**src/rtl/serdes_lb_pkg.sv**
```systemverilog
package serdes_lb_pkg;

    typedef enum logic [1:0] {
        MODE_NORMAL = 2'd0,
        MODE_LINE   = 2'd1,
        MODE_LOCAL  = 2'd2
    } lb_mode_t;

    typedef enum logic [2:0] {
        SEEK_LOW     = 3'd0,
        SEEK_HIGH    = 3'd1,
        TAKE_DATA    = 3'd2,
        CHECK_STOP   = 3'd3,
        EXPECT_START = 3'd4
    } rx_state_t;

endpackage

```
**src/rtl/slb_serializer.sv**
```systemverilog
module slb_serializer #(
    parameter int DATA_W = 16
) (
    input  logic              clk,
    input  logic              rst_n,
    input  logic [DATA_W-1:0] load_word,
    output logic              frame_start,
    output logic              bit_out
);
    localparam int FRAME_LEN = DATA_W + 2;
    localparam int CNT_W     = $clog2(FRAME_LEN);
    localparam logic [CNT_W-1:0] LAST = CNT_W'(FRAME_LEN - 1);

    logic [CNT_W-1:0]     pos_q;
    logic [FRAME_LEN-1:0] shreg_q;

    assign frame_start = (pos_q == LAST);
    assign bit_out     = shreg_q[0];

    always_ff @(posedge clk or negedge rst_n) begin
        if (!rst_n) begin
            pos_q   <= LAST;
            shreg_q <= '0;
        end else if (frame_start) begin
            pos_q   <= '0;
            shreg_q <= {1'b0, load_word, 1'b1};
        end else begin
            pos_q   <= pos_q + 1'b1;
            shreg_q <= {1'b0, shreg_q[FRAME_LEN-1:1]};
        end
    end
endmodule

```
**src/rtl/slb_deserializer.sv**
```systemverilog
module slb_deserializer
    import serdes_lb_pkg::*;
#(
    parameter int DATA_W     = 16,
    parameter int MISS_LIMIT = 2
) (
    input  logic              clk,
    input  logic              rst_n,
    input  logic              bit_in,
    output logic [DATA_W-1:0] word_out,
    output logic              word_stb,
    output logic              locked
);
    localparam int CNT_W  = $clog2(DATA_W);
    localparam int MISS_W = $clog2(MISS_LIMIT + 1);
    localparam logic [CNT_W-1:0]  LAST_BIT  = CNT_W'(DATA_W - 1);
    localparam logic [MISS_W-1:0] MISS_LAST = MISS_W'(MISS_LIMIT - 1);

    rx_state_t          state_q, state_d;
    logic [CNT_W-1:0]   cnt_q;
    logic [DATA_W-1:0]  sh_q;
    logic [MISS_W-1:0]  miss_q;
    logic               start_bad_q;
    logic               good_frame;

    assign good_frame = !bit_in && !start_bad_q;

    // state register
    always_ff @(posedge clk or negedge rst_n) begin
        if (!rst_n) state_q <= SEEK_LOW;
        else        state_q <= state_d;
    end

    // next state
    always_comb begin
        state_d = state_q;
        unique case (state_q)
            SEEK_LOW:     if (!bit_in) state_d = SEEK_HIGH;
            SEEK_HIGH:    if (bit_in)  state_d = TAKE_DATA;
            TAKE_DATA:    if (cnt_q == LAST_BIT) state_d = CHECK_STOP;
            CHECK_STOP: begin
                if (good_frame)                        state_d = EXPECT_START;
                else if (locked && miss_q != MISS_LAST) state_d = EXPECT_START;
                else                                   state_d = SEEK_LOW;
            end
            EXPECT_START: state_d = TAKE_DATA;
            default:      state_d = SEEK_LOW;
        endcase
    end

    // datapath and outputs
    always_ff @(posedge clk or negedge rst_n) begin
        if (!rst_n) begin
            cnt_q       <= '0;
            sh_q        <= '0;
            miss_q      <= '0;
            start_bad_q <= 1'b0;
            word_out    <= '0;
            word_stb    <= 1'b0;
            locked      <= 1'b0;
        end else begin
            word_stb <= 1'b0;
            unique case (state_q)
                SEEK_LOW: ;
                SEEK_HIGH: begin
                    cnt_q       <= '0;
                    start_bad_q <= 1'b0;
                end
                TAKE_DATA: begin
                    sh_q  <= {bit_in, sh_q[DATA_W-1:1]};
                    cnt_q <= cnt_q + 1'b1;
                end
                CHECK_STOP: begin
                    if (good_frame) begin
                        word_out <= sh_q;
                        word_stb <= 1'b1;
                        locked   <= 1'b1;
                        miss_q   <= '0;
                    end else if (locked) begin
                        if (miss_q == MISS_LAST) begin
                            locked <= 1'b0;
                            miss_q <= '0;
                        end else begin
                            miss_q <= miss_q + 1'b1;
                        end
                    end
                end
                EXPECT_START: begin
                    start_bad_q <= !bit_in;
                    cnt_q       <= '0;
                end
                default: ;
            endcase
        end
    end
endmodule

```
**src/rtl/serdes_loopback_ctrl.sv**
```systemverilog
module serdes_loopback_ctrl
    import serdes_lb_pkg::*;
#(
    parameter int DATA_W     = 16,
    parameter int MISS_LIMIT = 2
) (
    input  logic              clk,
    input  logic              rst_n,
    input  logic [DATA_W-1:0] tx_word,
    input  logic              ser_in,
    input  logic              line_lb,
    input  logic              local_lb,
    input  logic              tx_en_n,
    input  logic              rx_en_n,
    output logic              ser_out,
    output logic              ser_oe,
    output logic [DATA_W-1:0] rx_word,
    output logic              rx_strobe,
    output logic              rx_valid
);
    lb_mode_t          mode_q, mode_d;
    logic              frame_start;
    logic              ser_bit;
    logic              des_in;
    logic [DATA_W-1:0] load_word;
    logic [DATA_W-1:0] rx_hold;
    logic              rx_stb;
    logic              rx_locked;
    logic              tx_on, rx_on;

    // local select wins over line select
    always_comb begin
        if (local_lb)     mode_d = MODE_LOCAL;
        else if (line_lb) mode_d = MODE_LINE;
        else              mode_d = MODE_NORMAL;
    end

    always_ff @(posedge clk or negedge rst_n) begin
        if (!rst_n)           mode_q <= MODE_NORMAL;
        else if (frame_start) mode_q <= mode_d;
    end

    assign load_word = (mode_d == MODE_LINE) ? rx_hold : tx_word;
    assign des_in    = (mode_q == MODE_LOCAL) ? ser_bit : ser_in;

    slb_serializer #(.DATA_W(DATA_W)) u_ser (
        .clk         (clk),
        .rst_n       (rst_n),
        .load_word   (load_word),
        .frame_start (frame_start),
        .bit_out     (ser_bit)
    );

    slb_deserializer #(.DATA_W(DATA_W), .MISS_LIMIT(MISS_LIMIT)) u_des (
        .clk      (clk),
        .rst_n    (rst_n),
        .bit_in   (des_in),
        .word_out (rx_hold),
        .word_stb (rx_stb),
        .locked   (rx_locked)
    );

    assign tx_on     = !tx_en_n && (mode_q != MODE_LOCAL);
    assign rx_on     = !rx_en_n && rx_locked;
    assign ser_oe    = tx_on;
    assign ser_out   = ser_bit & tx_on;
    assign rx_valid  = rx_on;
    assign rx_word   = rx_on ? rx_hold : '0;
    assign rx_strobe = rx_stb & rx_on;
endmodule

```
**config.mk**
```make
export PLATFORM = sky130hd
export DESIGN_NAME = serdes_loopback_ctrl
export DESIGN_NICKNAME = d
export VERILOG_FILES = /design/src/rtl/serdes_lb_pkg.sv /design/src/rtl/slb_serializer.sv /design/src/rtl/slb_deserializer.sv /design/src/rtl/serdes_loopback_ctrl.sv
export SDC_FILE = /design/constraint.sdc
export NUM_CORES = 1
export LEC_CHECK = 0
export BUFFER_PORTS_ARGS = -buffer_cell sky130_fd_sc_hd__buf_2
export CORE_MARGIN = 8
export CORE_UTILIZATION = 57
export CTS_CLUSTER_SIZE = 30
export DETAILED_ROUTE_END_ITERATION = 12
export MAX_ROUTING_LAYER = met4
export PLACE_DENSITY_LB_ADDON = 0.08
export SYNTH_ARGS = -nofsm -noshare
export SYNTH_HDL_FRONTEND = slang
export SYNTH_HIERARCHICAL = 1
export SYNTH_SLANG_ARGS = --single-unit
```
**constraint.sdc**
```tcl
create_clock -name clk -period 2.2 [get_ports clk]
set_clock_uncertainty 0.05 [all_clocks]
set_input_delay 0.22 -clock clk [delete_from_list [all_inputs] [get_ports clk]]
set_output_delay 0.22 -clock clk [all_outputs]
set_load 0.02 [all_outputs]
```
* Yosys cells after proc, flatten, opt, wreduce, memory -nomap -nowiden
Index checks and enable logic that the tools add are counted.
** Storage, ports and cells
- Output and inout port bits :: 20
- Register bits :: 68
- Input port bits :: 23
** Cells by class
- $add $sub $neg :: 3
- Mux-type cells :: 23
- Reduce and logical (&&, ||, !) cells :: 16
- Bitwise logic cells :: 2
- Eq/ne operators :: 14
** Operators with widths (count)
- 16-bit two-way mux :: 2
- 17-bit two-way mux :: 1
- 3-bit two-way mux :: 5
- 3-bit one-hot mux with 5 select lines :: 1
- 2-bit two-way mux :: 4
- 4-bit one-hot mux with 2 select lines :: 1
- 1-bit two-way mux :: 7
- 3-bit by 2-bit equality test with 1-bit output, second input constant :: 2
- 2-bit by 1-bit inequality test with 1-bit output, second input constant :: 3
- 2-bit nonzero test :: 3
- 5-bit by 1-bit adder with 5-bit output, second input constant :: 1
- 5-bit equality test, second input constant :: 1
- 5-bit two-way mux :: 1
- 4-bit by 1-bit adder with 4-bit output, second input constant :: 1
- 2-bit by 1-bit equality test with 1-bit output, second input constant :: 2
- 4-bit equality test, second input constant :: 1
- 1-bit logical AND :: 4
- 1-bit zero test :: 4
- 2-bit inequality test, second input constant :: 2
- 2-bit AND reduction :: 2
- 3-bit by 1-bit equality test with 1-bit output, second input constant :: 1
- 3-bit equality test, second input constant :: 1
- 3-bit zero test :: 1
- 3-bit AND reduction :: 1
- other kinds (5) :: 6

* Logic depth before layout (Yosys ltp)
- Word-level depth :: 6
- Depth in mapped cells :: 6
- Mapped depth without buffers :: 5

* By module
The synthesis kept the hierarchy.
** By module, submodules not included
- slb_deserializer :: cells an instance 127, seq. area each 1101.1 um^2, times used 1, area an instance 1839.3 um^2
- slb_serializer :: cells an instance 57, seq. area each 553.0 um^2, times used 1, area an instance 947.2 um^2
- serdes_loopback_ctrl :: cells an instance 47, seq. area each 50.0 um^2, times used 1, area an instance 480.5 um^2

* Worst setup path before layout
No wires, ideal clock.
- Path kind :: register -> register
- Start point :: register mode_q[0]
- End point :: register u_des.word_out[0]
- Cell stages (with the launch flop) :: 7
- Required time :: 2.025 ns
- Arrival time :: 1.671 ns
- Slack :: 0.354 ns
- Library setup time :: 0.125 ns
- Cell sequence :: dfrtp_1 -> nor2b_1 -> mux2_2 -> nor2_2 -> nand2_4 -> buf_6 -> mux2_4
** On the way
- Longest elaborated chain between the ends :: 5
** Ends and longest elaborated chain
- from (decl) :: RTL line serdes_loopback_ctrl.sv:21 : lb_mode_t mode_q, mode_d;
- from (signal assigned) :: RTL line serdes_loopback_ctrl.sv:40 : else if (frame_start) mode_q <= mode_d;
- 2-bit equality test :: RTL line serdes_loopback_ctrl.sv:44 : assign des_in = (mode_q == MODE_LOCAL) ? ser_bit : ser_in;
- 1-bit two-way mux :: RTL line serdes_loopback_ctrl.sv:44
- named net des_in :: RTL line serdes_loopback_ctrl.sv:24 : logic des_in;
- 1-bit zero test
- 1-bit logical AND :: RTL line slb_deserializer.sv:26 : assign good_frame = !bit_in && !start_bad_q;
- 2-bit AND reduction (no source line)
- to (signal assigned) :: RTL line slb_deserializer.sv:75 : word_out <= sh_q;
- to (decl) :: RTL line slb_deserializer.sv:10 : output logic [DATA_W-1:0] word_out,
The timed path passes the listed nets, and every way through them passes these cells.
A chain may end at the register's enable or synchronous reset.

* Final worst setup path
- Start point :: register mode_q[0]
- End point :: register u_des.word_out[3]
Same word-level chain as after synthesis.

==> impl_metrics.ini <==
[run_status]
status = finished clean

[finish]
seqCellArea_mm2 = 0.00170
nNetsFinal = 306
final_util_pct = 68.6
final_cell_area_mm2 = 0.00377
multi_input_area_mm2 = 0.00144
antenna_cells = 0
layout.cells.non_filler = 357
area_growth_pct = 15.5
final_layout_size_suffix_gt1_share_pct = 49.1
fillers = 407

[clock_tree]
cts_resized = 0
htreeDepth = 3
cts_tree = done
cts.clk_slew.worst_paths_ns = 0.07
clkSinkCount = 68
numCtsBuffers = 9
cts_buffer_depth = 2
clock_latency_ns = 0.33
cts_root_buf = clkbuf_8
cts_setup_buffers = 0
cts_hold_buf = 1

[power]
comb_power_share_pct = 26.6
p_leak_nw = 1.91
switching_share_pct = 28.8
totalPowerFinal_mw = 4.26
pwr-share-seq_pct = 45.8
p_switching_mw = 1.23
intPower_mw = 3.03
power.density_mw_per_mm2 = 1130
ir_drop_mv = 0.799
pwr-share-clk_pct = 27.6

[place]
dpl.hpwl_um = 3980
numPortBuffers = 42
placed_area_mm2 = 0.00353
gp_congestion = 0.726
dp.cells = 340
dp_worst_setup_slack_ns = 0.229

[detailed_routing]
wl_um = 5490
drt_iter0_markers = 55
route.detailed.drc = 0
viasPerCell = 5.09
vias = 1817
wl_per_cell_um = 15.4
postRouteAntennaNets = 0
drtPass1Iterations = 4

[global_routing]
grt_usage_pct = 14.8
grt_pass1_wl_um = 9600
antenna_found_initial = 0
grt_max_degree = 32
grt-ovfl-total = 0
grt_pass1_vias = 1864

[synthesis]
syn_area_per_cell_um2 = 14.1
yosysSeqAreaShare_pct = 52.2
synth_edf_count = 0
syn_area_mm2 = 0.00327
async_flop_share_pct = 100
ys_ff_latch = 68
syn_inst = 231
yosysWarnings = 6
synthFlopType = dfrtp_1
synth_nets = 257
synth.distinct_cells = 43

[sta]
rsz0062_at_grt = false
timing.final.crit_share_pct = 89.6
holdWs_ns = 0.100
layout_setup_ws_ns = 0.229
hold_viol_final = 0
layout_min_cycle_time_ns = 1.97
setup-tns-final_ns = 0
fmaxAchievable_mhz = 507
maxSlewViolCount = 0
setup-violations-final = 0
tightest_slew_ns = 0.704
relSlewSlack_pct = 53.0

[floorplan]
die_area_mm2 = 0.00841
core_mm2 = 0.00551
die_w_um = 91.7
io_pins = 43
rows = 27
start_util_pct = 59.3
die_y_um = 91.7

[setup_path]
max_stage_delay_ns = 0.42
cp-start-kind = register
r2r_slack_ns = 0.23
worstSetupPathType = register to register
r2r_cells = 5
critPathMaxFanout = 17
end_kind = register
cp.required_ns = 2.37
cpMaxStageDelayCell = mux2_2
cp_top_family = multiplexers
crit_start = mode_q[0]
r2r-start = mode_q[0]
worstPathArrival_ns = 2.14
path_buf_inv = 0
worst-path-stages = 5
path_cells = nor2b_1, mux2_2, nor2_2, nand2_4, mux2_4

[run]
maxCapViolCount = 0

[min_path]
hold_class = primary input to register
hp-start = local_lb
min_path_cells = 2
-- cell families after synthesis --
group	Yosys count	share of synthesized area, %
AND/OR/NAND/NOR	56	11.3
multiplexers	69	27.5
adder cells (fa/ha/maj)	4	1.46
flip-flops	68	52.2
AO/OA/AOI/OAI	16	3.26
XOR/XNOR	2	0.536
buffers and inverters	16	3.87
-- sequential cells by signal, indices dropped and copies added (netlist names) --
register / cells
u_ser/shreg_q: 17
u_des/sh_q: 16
u_des/word_out: 16
u_ser/pos_q: 5
u_des/cnt_q: 4
u_des/state_q: 3
mode_q: 2
u_des/miss_q: 2
u_des/locked: 1
u_des/start_bad_q: 1
u_des/word_stb: 1
-- power by group through the flow --
stage          sequential [mW]  clock (mW)  combinational, mW
2_1_floorplan             1.82           0               1.01
3_3_place_gp              1.97           0               1.12
3_5_place_dp              1.98           0               1.15
4_1_cts                   1.96        1.20               1.16
5_1_grt                   2.01        1.26               1.27
6_report                  1.95        1.17               1.13
-- cells in the final DEF, fill, tap and decap left out, types with 2 or more instances in the layout --
cell,Yosys,routed
inv_1,5,5
dfstp_2,2,2
and2_1,18,18
clkbuf_8,0,12
mux2_4,33,33
nand2b_1,2,2
buf_2,3,42
nor3_1,2,2
o21a_1,2,2
mux2_2,33,33
buf_4,2,4
mux2i_1,3,3
nor2b_1,3,3
bufinv_16,0,2
dfrtp_1,66,66
nor2_1,10,10
o21ai_0,4,4
nand3_1,2,2
a21oi_1,4,4
buf_12,2,2
clkinv_2,0,2
nand2_1,3,3
ha_1,3,3
nor3b_1,4,4
nand3b_1,2,2
-- worst paths after layout --
kind	endpoint
min in group asynchronous	u_ser/pos_q[3]
max in group asynchronous	u_ser/shreg_q[0]
hold / removal	mode_q[1]
setup reg to reg	u_des/word_out[3]
hold reg to reg	u_ser/shreg_q[0]
setup / recovery	u_des/word_out[3]
-- cell type report --
| type | instances | share of cell area, % |
|---|---|---|
| Tap cell | 72 | 2.39 |
| Multi-Input combinational cell | 147 | 38.1 |
| Clock buffer | 12 | 4.38 |
| Timing Repair Buffer | 49 | 7.69 |
| Inverter | 5 | 0.497 |
| Clock inverter | 4 | 1.86 |
| Sequential cell | 68 | 45.1 |
-- per-layer routing --
metal,track usage (%),vias up,routed length [um]
li1,-,901,-
met1,18.5,878,2640
met2,21.9,26,2540
met3,3.83,12,209
met4,6.85,0,103
met5,-,-,0
-- synthesized netlist by cell type (2+ instances only) --
cell type	n	area [um2]
buf_4	2	15.0
nor2b_1	3	18.8
dfrtp_1	66	1650
a21oi_1	4	20.0
ha_1	3	37.5
nand3b_1	2	15.0
dfstp_2	2	52.6
buf_12	2	40.0
and2_1	18	113
buf_2	3	15.0
nor3b_1	4	30.0
buf_6	3	33.8
inv_1	5	18.8
nand3_1	2	10.0
o21ai_0	4	20.0
nand2b_1	2	12.5
o21a_1	2	15.0
nand2_1	3	11.3
mux2_4	33	495
mux2i_1	3	30.0
nor3_1	2	10.0
mux2_2	33	372
nor2_1	10	37.5
No activity file was read; power rests on OpenSTA's default activity.
